<file path="src/rtl/rlw_pkg.sv">
`timescale 1ns/1ps
package rlw_pkg;

    localparam int IDX_W      = 6;
    localparam int TYPE_BIT   = 7;
    localparam int DIS_BIT    = 6;
    localparam int LINK_BIT   = 4;
    localparam int DUAL_BIT   = 7;

    typedef enum logic [3:0] {
        ST_IDLE,
        ST_WALK,
        ST_LEN,
        ST_FLAGS,
        ST_BODY2,
        ST_BODY3,
        ST_EMIT,
        ST_DONE,
        ST_FAIL
    } walk_state_e;

    typedef enum logic [1:0] {
        ERR_NONE    = 2'd0,
        ERR_OVERRUN = 2'd1,
        ERR_PORTLEN = 2'd2
    } walk_err_e;

    typedef enum logic [1:0] {
        TAG_NONE   = 2'd0,
        TAG_VENDOR = 2'd1,
        TAG_DEVICE = 2'd2
    } str_tag_e;

    typedef struct packed {
        logic             is_port;
        logic [IDX_W-1:0] index;
        logic             disabled;
        logic             link;
        logic             has_dual;
        logic [IDX_W-1:0] dual_port;
        str_tag_e         tag;
        logic [7:0]       payload_len;
    } walk_rec_t;

endpackage

</file>
<file path="src/rtl/rlw_bounds.sv">
`timescale 1ns/1ps
module rlw_bounds #(
    parameter int AW = 16
) (
    input  logic [AW-1:0] pos,
    input  logic [AW-1:0] size,
    input  logic [7:0]    len,
    output logic          at_end,
    output logic          last_byte,
    output logic          len_bad
);
    localparam int SW = AW + 1;

    logic [SW-1:0] p_ext;
    logic [SW-1:0] s_ext;
    logic [SW-1:0] end_ext;

    always_comb begin
        p_ext     = {1'b0, pos};
        s_ext     = {1'b0, size};
        end_ext   = p_ext + SW'(len);
        at_end    = p_ext >= s_ext;
        last_byte = (p_ext + SW'(1)) == s_ext;
        len_bad   = (len == 8'd0) || (end_ext > s_ext);
    end
endmodule

</file>
<file path="src/rtl/rlw_field_decode.sv">
`timescale 1ns/1ps
module rlw_field_decode
    import rlw_pkg::*;
#(
    parameter int PORT_LEN = 8
) (
    input  logic [7:0]       len_byte,
    input  logic [7:0]       flags_byte,
    input  logic             link_bit,
    input  logic             dual_bit,
    input  logic [IDX_W-1:0] partner,
    output walk_rec_t        rec,
    output logic             wants_body,
    output logic             bad_port_len
);
    always_comb begin
        rec          = '0;
        rec.is_port  = flags_byte[TYPE_BIT];
        rec.index    = flags_byte[IDX_W-1:0];
        rec.disabled = flags_byte[TYPE_BIT] & flags_byte[DIS_BIT];
        wants_body   = flags_byte[TYPE_BIT] & ~flags_byte[DIS_BIT];
        bad_port_len = wants_body && (len_byte != 8'(PORT_LEN));

        if (wants_body) begin
            rec.link      = link_bit;
            rec.has_dual  = dual_bit;
            rec.dual_port = dual_bit ? partner : '0;
        end

        if (!flags_byte[TYPE_BIT]) begin
            unique case (flags_byte[IDX_W-1:0])
                6'd1:    rec.tag = TAG_VENDOR;
                6'd2:    rec.tag = TAG_DEVICE;
                default: rec.tag = TAG_NONE;
            endcase
            if (rec.tag != TAG_NONE && len_byte >= 8'd2)
                rec.payload_len = len_byte - 8'd2;
        end
    end
endmodule

</file>
<file path="src/rtl/rom_list_walker.sv">
`timescale 1ns/1ps
module rom_list_walker
    import rlw_pkg::*;
#(
    parameter int AW        = 16,
    parameter int HDR_BYTES = 22,
    parameter int PORT_LEN  = 8
) (
    input  logic          clk,
    input  logic          rst_n,
    input  logic          start,
    input  logic [AW-1:0] total_size,
    output logic          mem_rd_en,
    output logic [AW-1:0] mem_addr,
    input  logic [7:0]    mem_rdata,
    output logic          rec_valid,
    input  logic          rec_ready,
    output logic          rec_is_port,
    output logic [5:0]    rec_index,
    output logic          rec_disabled,
    output logic          rec_link,
    output logic          rec_has_dual,
    output logic [5:0]    rec_dual_port,
    output logic [1:0]    rec_str_tag,
    output logic [7:0]    rec_payload_len,
    output logic          busy,
    output logic          done,
    output logic          error,
    output logic [1:0]    err_kind
);
    localparam logic [AW-1:0] START_POS = AW'(HDR_BYTES);

    walk_state_e      state_q, state_d;
    walk_err_e        err_q;
    logic [AW-1:0]    pos_q;
    logic [7:0]       len_q;
    logic [7:0]       flags_q;
    logic             link_q;
    logic             dual_q;
    logic [IDX_W-1:0] partner_q;

    logic       at_end, last_byte, len_bad;
    logic       wants_body, bad_port_len;
    logic [7:0] flags_in;
    logic [7:0] len_in;
    walk_rec_t  rec;

    // The byte being fetched this cycle feeds the checks directly.
    assign len_in   = (state_q == ST_LEN)   ? mem_rdata : len_q;
    assign flags_in = (state_q == ST_FLAGS) ? mem_rdata : flags_q;

    rlw_bounds #(.AW(AW)) u_bounds (
        .pos       (pos_q),
        .size      (total_size),
        .len       (len_in),
        .at_end    (at_end),
        .last_byte (last_byte),
        .len_bad   (len_bad)
    );

    rlw_field_decode #(.PORT_LEN(PORT_LEN)) u_decode (
        .len_byte     (len_q),
        .flags_byte   (flags_in),
        .link_bit     (link_q),
        .dual_bit     (dual_q),
        .partner      (partner_q),
        .rec          (rec),
        .wants_body   (wants_body),
        .bad_port_len (bad_port_len)
    );

    // Transitions.
    always_comb begin
        state_d = state_q;
        unique case (state_q)
            ST_IDLE, ST_DONE, ST_FAIL: if (start) state_d = ST_WALK;
            ST_WALK: begin
                if (at_end)         state_d = ST_DONE;
                else if (last_byte) state_d = ST_FAIL;
                else                state_d = ST_LEN;
            end
            ST_LEN:   state_d = len_bad ? ST_FAIL : ST_FLAGS;
            ST_FLAGS: begin
                if (!wants_body)      state_d = ST_EMIT;
                else if (bad_port_len) state_d = ST_FAIL;
                else                  state_d = ST_BODY2;
            end
            ST_BODY2: state_d = ST_BODY3;
            ST_BODY3: state_d = ST_EMIT;
            ST_EMIT:  if (rec_ready) state_d = ST_WALK;
            default:  state_d = ST_IDLE;
        endcase
    end

    // State register.
    always_ff @(posedge clk) begin
        if (!rst_n) state_q <= ST_IDLE;
        else        state_q <= state_d;
    end

    // Walk position, captured bytes and error cause.
    always_ff @(posedge clk) begin
        if (!rst_n) begin
            pos_q     <= START_POS;
            len_q     <= '0;
            flags_q   <= '0;
            link_q    <= 1'b0;
            dual_q    <= 1'b0;
            partner_q <= '0;
            err_q     <= ERR_NONE;
        end else begin
            unique case (state_q)
                ST_IDLE, ST_DONE, ST_FAIL: begin
                    if (start) begin
                        pos_q <= START_POS;
                        err_q <= ERR_NONE;
                    end
                end
                ST_WALK: begin
                    if (!at_end && last_byte) err_q <= ERR_OVERRUN;
                end
                ST_LEN: begin
                    len_q     <= mem_rdata;
                    link_q    <= 1'b0;
                    dual_q    <= 1'b0;
                    partner_q <= '0;
                    if (len_bad) err_q <= ERR_OVERRUN;
                end
                ST_FLAGS: begin
                    flags_q <= mem_rdata;
                    if (bad_port_len) err_q <= ERR_PORTLEN;
                end
                ST_BODY2: begin
                    link_q <= mem_rdata[LINK_BIT];
                    dual_q <= mem_rdata[DUAL_BIT];
                end
                ST_BODY3: partner_q <= mem_rdata[IDX_W-1:0];
                ST_EMIT: begin
                    if (rec_ready) pos_q <= pos_q + AW'(len_q);
                end
                default: ;
            endcase
        end
    end

    // Outputs.
    always_comb begin
        mem_rd_en = 1'b0;
        mem_addr  = pos_q;
        unique case (state_q)
            ST_WALK:  mem_rd_en = !at_end && !last_byte;
            ST_LEN: begin
                mem_rd_en = !len_bad;
                mem_addr  = pos_q + AW'(1);
            end
            ST_FLAGS: begin
                mem_rd_en = wants_body && !bad_port_len;
                mem_addr  = pos_q + AW'(2);
            end
            ST_BODY2: begin
                mem_rd_en = 1'b1;
                mem_addr  = pos_q + AW'(3);
            end
            default: ;
        endcase

        rec_valid       = (state_q == ST_EMIT);
        busy            = !(state_q inside {ST_IDLE, ST_DONE, ST_FAIL});
        done            = (state_q == ST_DONE);
        error           = (state_q == ST_FAIL);
        err_kind        = err_q;
        rec_is_port     = rec.is_port;
        rec_index       = rec.index;
        rec_disabled    = rec.disabled;
        rec_link        = rec.link;
        rec_has_dual    = rec.has_dual;
        rec_dual_port   = rec.dual_port;
        rec_str_tag     = rec.tag;
        rec_payload_len = rec.payload_len;
    end
endmodule

</file>
<file path="config.mk">
export PLATFORM = sky130hd
export DESIGN_NAME = rom_list_walker
export DESIGN_NICKNAME = d
export VERILOG_FILES = /design/src/rtl/rlw_pkg.sv /design/src/rtl/rlw_bounds.sv /design/src/rtl/rlw_field_decode.sv /design/src/rtl/rom_list_walker.sv
export SDC_FILE = /design/constraint.sdc
export NUM_CORES = 1
export LEC_CHECK = 0
export ABC_AREA = 1
export CAP_MARGIN = 20
export CORE_MARGIN = 5
export CORE_UTILIZATION = 25
export DETAILED_ROUTE_END_ITERATION = 16
export DONT_BUFFER_PORTS = 1
export HOLD_SLACK_MARGIN = 0.05
export SYNTH_ARGS = -nofsm -noshare
export SYNTH_HDL_FRONTEND = slang
export SYNTH_SLANG_ARGS = --single-unit
</file>
<file path="constraint.sdc">
create_clock -name clk -period 4.9 [get_ports clk]
set_input_delay 0.245 -clock clk [delete_from_list [all_inputs] [get_ports clk]]
set_output_delay 0.245 -clock clk [all_outputs]
set_load 0.01 [all_outputs]
</file>
# Yosys cells after proc, flatten, opt, wreduce, memory -nomap -nowiden
# Cells that the tools add are included.
# totals
regBits,46
latch_bits,0
input_bits,28
mem_count,0
wordCells,90
out_inout_bits,49
romBits,0
ram_bits,0
# classes
n_addsub,7
n_div,0
mux,29
n_eq_ne,17
bitwise,3
shifts,0
reduce_logical,23
n_lt_le_gt_ge,3
n_mul,0
# op_table
cell,n
$pmux W16 S3,1
$add A16 B2 Y16 const B,2
$mux W16,2
$mux W8,4
$pmux W16 S2,1
$mux W4,7
$pmux W4 S7,1
$add A16 B1 Y17 const B,1
$add A16 B8 Y17,1
$eq A17 B16 Y1,1
$gt A17 B16 Y1,1
$add A16 B1 Y16 const B,1
$add A16 B8 Y16,1
$eq A4 B3 Y1 const B,4
$ge A16 B16 Y1,1
$pmux W6 S2,1
$mux W10,1
$mux W2,5
$eq A4 B2 Y1 const B,2
$ge A8 B2 Y1 const B,1
$logic_not A8 Y1,1
$ne A2 B2 Y1 const B,4
$ne A8 B4 Y1 const B,1
$pmux W2 S4,1
23 further kinds,36

# Logic depth before layout (Yosys ltp)
# Gate-level depths: netlist of run 1.
# logic_depth
ltp_word,9
mapped_depth,29
mapped_depth_nobuf,28

# Modules after synthesis
# A second synthesis of run 1 with hierarchy kept.
# unflattened
cells_unflattened,945
area_unflattened_um2,5684.2
# modules_own_cells
mod,seq_area_each_um2,cells_per_inst,instances,area_each_um2
rom_list_walker,920.9,549,1,3418.3
rlw_bounds,0.0,320,1,1901.8
rlw_field_decode,0.0,76,1,364.1

# Worst setup path before layout of run 1
# Ideal clock, no wire load.
# synth_path
path_type,reg-to-output
startpoint,register state_q[1]
endpoint,output port mem_rd_en
path_slack_ns,1.350
path_buffers,1
path_stages_with_launch,25
required_time_ns,4.655
arrival_ns,3.305
path_cell_list,dfxtp_1 inv_1 nor2_2 nand2_2 buf_6 nand2_1 o21a_1 inv_1 ha_1 nand2_1 nor2_1 nand2_1 o211ai_1 nand2_1 a21oi_1 and2_1 nand2_1 xor2_1 ha_1 and3_1 nand3_1 nand3b_1 nand2_1 nand3_2 nand3_1
# synth_between
word_cells_on_any_way,17
cone_classes,add/sub (1); order compare (1); eq/ne (4); mux (3); bitwise (2); reduce/logical (6)
# synth_lines
element,line,source
from (decl),rom_list_walker.sv:33,"walk_state_e state_q, state_d;"
from (signal assigned),rom_list_walker.sv:98,else state_q <= state_d;
$eq A4 B2 Y1 *,rom_list_walker.sv:49,assign len_in = (state_q == ST_LEN) ? mem_rdata : len_q;
$mux W8 *,--,
net len_in[3],rom_list_walker.sv:45,logic [7:0] len_in;
$add A16 B8 Y17,rlw_bounds.sv:21,end_ext = p_ext + SW'(len);
$gt A17 B16 Y1,rlw_bounds.sv:24,len_bad = (len == 8'd0) || (end_ext > s_ext);
$logic_or A1 B1 Y1 *,rlw_bounds.sv:24,
$logic_not A1 Y1 *,rom_list_walker.sv:153,mem_rd_en = !len_bad;
$pmux W1 S4 *,rom_list_walker.sv:150,unique case (state_q)
to (decl),rom_list_walker.sv:13,"output logic mem_rd_en,"
# Mark *: on every way through the listed nets, which the timed path passes. The rest lies on a longest branch.

# Worst setup path after layout of run 1
# Ends and elaborated chain as after synthesis.

==> impl_metrics.json, run 1 <==
{
  "worstSetupStartpointType": "register",
  "ys_async_sr_fraction_pct": 0,
  "wirelength_mm": 16.8,
  "ff2ff_path_depth": 26,
  "clkTransAtPathRegs_ns": 0.07,
  "synth_top_cell_by_area": "dfxtp_1",
  "cts_buffers": 5,
  "tightest_slew_ns": 1.01,
  "synth.area.top_cells": "dfxtp_1 17%, nand2_1 15%, ha_1 13%",
  "hold_path_class": "in -> reg",
  "critPathSlowestCell": "dfxtp_1",
  "critPathMostFrequentCell": "nand2_1",
  "worstPathArrival_ns": 4.24,
  "maxSlewViolCount": 0,
  "syn_area_per_cell_um2": 6.18,
  "grt_max_degree": 31,
  "drt_iter0_drc": 350,
  "clock-root-buffer": "clkbuf_16",
  "die_w_um": 155,
  "fin_crit_ns": 4.49,
  "detail_route.wl_per_cell_um": 15.0,
  "synth_cell_types": 48,
  "status": "complete, no violations",
  "diodes": 0,
  "gr-total-overflow": 0,
  "yosys.cell_count.top_type": "nand2_1",
  "portBuffers": 0,
  "num_rows": 53,
  "synth_seq_area_share_pct": 17.5,
  "fin_cells": 1117,
  "grt.total_usage_pct": 13.7,
  "drc": 0,
  "syn_area_um2": 5280,
  "cp_max_fo": 24,
  "clock_path_buffers": 2,
  "fin_total_pwr_mw": 2.17,
  "p_leak_nw": 2.80,
  "rsz0062_at_grt": "no",
  "crit_type": "reg -> out",
  "ant_nets": 0,
  "cts_tree": "yes",
  "grt_pass1_wl_mm": 26.8,
  "ctsHtreeMaxLevel": 2,
  "path_buf_inv": 2,
  "firstDrtPassIters": 5,
  "stdcell_area_um2": 5650,
  "fin_crit_sh_pct": 91.6,
  "core-area_um2": 20900,
  "start_util_pct": 25.3,
  "io_pins": 77,
  "fin_nets": 925,
  "vias": 5229,
  "drive_gt1_share_pct": 7.72,
  "synth_top_area_share_pct": 17.5,
  "cp_top_family": "simple AND/OR/NAND/NOR gates",
  "ys.flop_type": "dfxtp_1",
  "synth-seq-cells": 46,
  "gp_congestion": 0.913,
  "dieArea_um2": 24100,
  "clock-sinks": 46,
  "synth_common_cells": "209 x nand2_1, 134 x inv_1, 91 x nor2_1",
  "hold_viol": 0,
  "worst_setup_path_end_kind": "output port",
  "fmax_mhz": 223,
  "fp.dieH_um": 155,
  "power_per_cell_area_nw_per_um2": 384,
  "dpl-instance-area_um2": 5490,
  "ir_drop_mv": 0.210,
  "slew_headroom_pct": 32.1,
  "drv_cap": 0,
  "synth-warning-count": 0,
  "vias_per_cell": 4.68,
  "fin_setup_tns_ns": 0,
  "dp_hpwl_mm": 13.8,
  "grt_pass1_vias": 4928,
  "path_depth": 23,
  "setup_viol": 0,
  "path_cells": "inv_1 > nor2_2 > nand2_4 > nand2_1 > o21a_1 > inv_1 > ha_1 > nand2_1 > nor2_1 > nand2_1 > o211ai_1 > nand2_1 > a21oi_1 > and2_1 > nand2_1 > xor2_1 > ha_1 > and3_1 > nand3_1 > nand3b_1 > nand2_1 > nand3_2 > nand3_1",
  "holdPathStages": 2,
  "skew_ns": 0.0104,
  "synth_nets": 938,
  "insertion_delay_ns": 0.29,
  "dp_cells": 1108,
  "antenna_found_initial": 0,
  "max_stage_delay_ns": 0.41,
  "area_growth_pct": 7.07,
  "cp.required_ns": 4.66,
  "synth-edff-count": 0,
  "syn_inst": 854
}
[area by class of cell]
cell class | instances | area, µm²
Clock buffer | 6 | 129
Clock inverter | 2 | 13.8
Fill cell | 2402 | 15200
Inverter | 143 | 537
Multi-Input combinational cell | 641 | 3670
Sequential cell | 46 | 921
Tap cell | 275 | 344
Timing Repair Buffer | 4 | 32.5
[flip-flops by register name, summed over array words and instances, names as in the netlist]
name,flops
len_q,8
flags_q,8
link_q,1
dual_q,1
pos_q,16
err_kind,2
state_q,4
partner_q,6
[final timing paths]
| path | slack, ns | start | to |
|---|---|---|---|
| max | 0.41 | state_q[1] | mem_rd_en |
| min | 0.07 | rst_n | err_kind[1] |
| max reg2reg | 0.76 | state_q[1] | err_kind[0] |
| min reg2reg | 0.47 | link_q | link_q |
[what timing repair did]
| item | CTS | global route |
|---|---|---|
| endpoints found under the hold margin | 1 | 0 |
| buffers inserted | 0 | 0 |
| setup endpoints to repair | 0 | 1 |
| hold buffers | 1 | 0 |
| resized for setup | 0 | 1 |
[per-stage QoR]
| step | setup WS [ns] | utilization (%) | hold WS, ns |
|---|---|---|---|
| detailed placement | 0.630 | 26.3 | 0.355 |
| global placement | 0.738 | 26.3 | 0.360 |
| CTS | 0.292 | 27.0 | 0.0717 |
| global route | 0.0164 | 27.0 | 0.0748 |
| floorplan | 1.35 | - | 0.343 |
| finish | 0.414 | 27.0 | 0.0717 |
[logic make-up after synthesis]
logic type	count (synthesis)	synth area share (%)
buffers and inverters	167	13.0
AND/OR/NAND/NOR	423	35.3
adder cells (fa/ha/maj)	56	13.7
AO/OA/AOI/OAI	131	15.4
XOR/XNOR	31	5.15
flip-flops	46	17.5
[power breakdown]
group | switching (mW) | internal (mW) | total, mW
logic | 0.881 | 0.425 | 1.31
registers | 0.0945 | 0.427 | 0.522
clock network | 0.151 | 0.190 | 0.341
total | 1.13 | 1.04 | 2.17
[per-layer routing]
layer | vias up | GRT usage, % | wire length (µm)
met3 | 12 | 3.73 | 1110
met1 | 2387 | 19.1 | 8250
met4 | 0 | 1.42 | 138
met5 | - | 0 | 0
met2 | 115 | 22.0 | 7280
li1 | 2715 | - | -
[worst register-to-register path, cell delays in order (launching register included)]
cell      delay [ns]
dfxtp_1         0.41
inv_1           0.09
nor2_2          0.15
nand2_4         0.20
nand2_1         0.12
o21a_1          0.16
inv_1           0.05
ha_1            0.35
nand2_1         0.07
nor2_1          0.10
nand2_1         0.06
o211ai_1        0.12
nand2_1         0.09
a21oi_1         0.27
and2_1          0.23
nand2_1         0.08
xor2_1          0.16
ha_1            0.28
and3_1          0.19
nand3_1         0.08
nand3b_1        0.17
nand2_1         0.16
nand3_2         0.15
nand3_2         0.13
nand2_1         0.05
nand2_1         0.06
nor2_2          0.03
[layout by cell type (no fill, tap or decap), types with 7 or more instances in the layout]
master	count
a21oi_1	53
dfxtp_1	46
ha_1	53
inv_1	134
inv_2	8
nand2_1	209
nand3_1	53
nand4_1	17
nor2_1	91
nor2_2	16
nor3_1	9
o211ai_1	8
o21ai_0	31
o21ai_2	8
xnor2_1	7
xor2_1	24
No activity file was read; power rests on OpenSTA's default activity.
==> run 2: changes to the inputs <==
--- a/config.mk
+++ b/config.mk
@@ -5,7 +5,6 @@
 export SDC_FILE = /design/constraint.sdc
 export NUM_CORES = 1
 export LEC_CHECK = 0
-export ABC_AREA = 1
 export CAP_MARGIN = 20
 export CORE_MARGIN = 5
 export CORE_UTILIZATION = 25
==> run 2 against run 1 <==
  * Sequential share of layout area increased by 1.0 points
  * Critical path depth fell by 3
  * Count of clock-buffer cells in the layout is 1 lower
  * Flip-flop and latch count stayed put
  * Synthesized cell count down 28%
  * Critical path type unchanged
  * Critical endpoint unchanged
  * Highest routed layer unchanged
==> impl_metrics.json, run 2 <==
{
  "drt_iter0_drc": 448,
  "ir_drop_mv": 0.186,
  "fin_setup_tns_ns": 0,
  "fin_util_pct": 28.3,
  "cts_tree": "yes",
  "grt_pass1_wl_mm": 23.2,
  "gr-total-overflow": 0,
  "worstSetupStartpointType": "register",
  "vias": 4446,
  "fp.dieH_um": 148,
  "fin_cells": 846,
  "hold_path_class": "in -> reg",
  "dp_hpwl_mm": 11.8,
  "largest_reg_flops": 16,
  "fillers": 2039,
  "gp_congestion": 0.860,
  "final_cell_mix": "67 x nor2_1, 50 x ha_1, 45 x dfxtp_1, 42 x nand2_1",
  "vias_per_cell": 5.26,
  "r2r-start": "state_q[2]",
  "ys.flop_type": "dfxtp_1",
  "fin_total_pwr_mw": 2.25,
  "diodes": 0,
  "grt.total_usage_pct": 13.1,
  "synth-seq-cells": 46,
  "syn_area_per_cell_um2": 7.79,
  "final_common_cell": "nor2_1",
  "synth_top_cell_by_area": "dfxtp_1",
  "stdcell_area_um2": 5320,
  "start_util_pct": 25.4,
  "synth-edff-count": 0,
  "fin_crit_sh_pct": 97.2,
  "multi_input_area_um2": 3630,
  "skew_ns": 0.00595,
  "clock_path_buffers": 2,
  "synth_top_area_share_pct": 19.3,
  "drive_gt1_share_pct": 10.8,
  "timing.rr.end": "state_q[3]",
  "hold_viol": 0,
  "slew_headroom_pct": 42.3,
  "syn_inst": 613,
  "grt_max_degree": 24,
  "maxSlewViolCount": 0,
  "hold_slack_ns": 0.0812,
  "startpoint": "state_q[2]",
  "yosys.cell_count.top_type": "nor2_1",
  "synth_nets": 697,
  "synth_seq_area_share_pct": 19.3,
  "ff2ff_path_depth": 21,
  "fin_nets": 695,
  "cp.required_ns": 4.66,
  "io_pins": 77,
  "setup_viol": 0,
  "wirelength_mm": 14.8,
  "firstDrtPassIters": 4,
  "portBuffers": 0,
  "clkTransAtPathRegs_ns": 0.07,
  "ff2ff_setup_slack_ns": 0.32,
  "power_per_cell_area_nw_per_um2": 422,
  "status": "complete, no violations",
  "min_from": "rst_n",
  "tightest_slew_ns": 0.859,
  "grt_pass1_vias": 4065,
  "num_rows": 50,
  "max_stage_delay_ns": 0.55,
  "drv_cap": 0,
  "die_w_um": 148,
  "p_leak_nw": 2.31,
  "ant_nets": 0,
  "path_cells": "nor4b_4 > buf_6 > buf_4 > nand2_1 > o21ai_2 > ha_1 > a21oi_2 > o21bai_2 > a221o_1 > a41oi_2 > nor2_1 > xor2_1 > ha_1 > nand4_1 > or4_1 > mux2i_1 > a31o_2 > nand2_2 > o221ai_2 > buf_4",
  "dieArea_um2": 22000,
  "clock-sinks": 46,
  "area_growth_pct": 11.4,
  "ys_async_sr_fraction_pct": 0,
  "synth-warning-count": 0,
  "cp_max_fo": 8,
  "top_register": "pos_q",
  "synth_common_cells": "67 x nor2_1, 53 x ha_1, 46 x dfxtp_1, 44 x nand2_1, 37 x a21oi_1",
  "antenna_found_initial": 0,
  "clock-root-buffer": "clkbuf_16",
  "rsz0062_at_grt": "yes",
  "critPathSlowestCell": "or4_1",
  "worst_setup_path_end_kind": "output port",
  "seq_area_um2": 922,
  "crit_end": "mem_rd_en",
  "setup_slack_ns": 0.138,
  "core-area_um2": 18800,
  "synth.area.top_cells": "dfxtp_1 19%, ha_1 14%, xnor2_1 5.7%",
  "ctsHtreeMaxLevel": 2,
  "detail_route.wl_per_cell_um": 17.5,
  "cts_buffers": 5,
  "dp_slack_ns": 0.0914,
  "dp_cells": 831,
  "worstPathArrival_ns": 4.52,
  "fmax_mhz": 210,
  "dpl-instance-area_um2": 5030,
  "cts-hold-fix-buffers": 0,
  "syn_area_um2": 4780,
  "insertion_delay_ns": 0.29,
  "synth_cell_types": 67,
  "drc": 0,
  "fin_crit_ns": 4.76,
  "crit_type": "reg -> out",
  "reg_top3": "pos_q x16, flags_q x8, len_q x8"
}
run 2: changes by cell type in the layout (fill, tap and decap cells not counted), moves of 10 or more:
cell     delta
nor2_1     -24
inv_1      -98
xnor2_1    +24
nand3_1    -39
buf_4      +20
o21ai_0    -17
a22oi_1    +11
nor2_2     -16
nand2_1   -167
o31ai_1    +10
a21oi_1    -17
nor3_1     +11
run 2: cell families after synthesis:
kind of cell / share of synthesized area, %
AND/OR/NAND/NOR: 25.2
AO/OA/AOI/OAI: 20.2
buffers and inverters: 6.55
XOR/XNOR: 10.3
adder cells (fa/ha/maj): 15.1
flip-flops: 19.3
multiplexers: 3.33
run 2: worst min-delay path by stage:
| stage | slack [ns] | to | cells past startpoint |
|---|---|---|---|
| final | 0.08 | state_q[3] | 1 |
| after CTS | 0.07 | len_q[7] | 1 |
| after detailed placement | 0.37 | state_q[3] | 1 |
| after floorplan | 0.39 | flags_q[4] | 2 |
| after global routing | 0.07 | len_q[6] | 1 |
| after global placement | 0.37 | state_q[3] | 1 |
run 2: cell type report:
type | count | share of cell area, %
clock buffer | 5 | 2.35
clock inverter | 3 | 0.470
inverter | 36 | 2.54
multi-input combinational | 498 | 68.3
sequential | 46 | 17.3
tap | 234 | 5.50
timing repair buffer | 24 | 3.46
run 2: critical path, delay by kind of cell (launching register included):
family	cells	cell delay, ns
compound gates	7	1.32
xor+xnor	1	0.14
fa+ha+maj	2	0.62
buf+inv	3	0.46
flops	1	0.33
mux	1	0.14
simple gates	6	1.21
run 2: metal layers:
metal	global-route usage, %	vias to the layer above	part of all wire, %
met1	17.8	2119	45
met3	3.56	4	8.4
met2	21.5	109	46
met5	0	-	0
met4	1.52	0	0.41
li1	-	2214	-
run 2: power breakdown:
group	total, mW	leakage (nW)	switching [mW]	internal (mW)
clock	0.350	0.0704	0.158	0.192
combinational	1.41	1.87	0.818	0.588
sequential	0.490	0.373	0.0625	0.428
run 2: repair_timing:
action                                  in CTS  in global routing
pin swaps                                    0                 10
endpoints found under the setup margin       1                  1
gates cloned                                 0                  0
buffers inserted                             3                  4
gates resized for setup                      5                 11
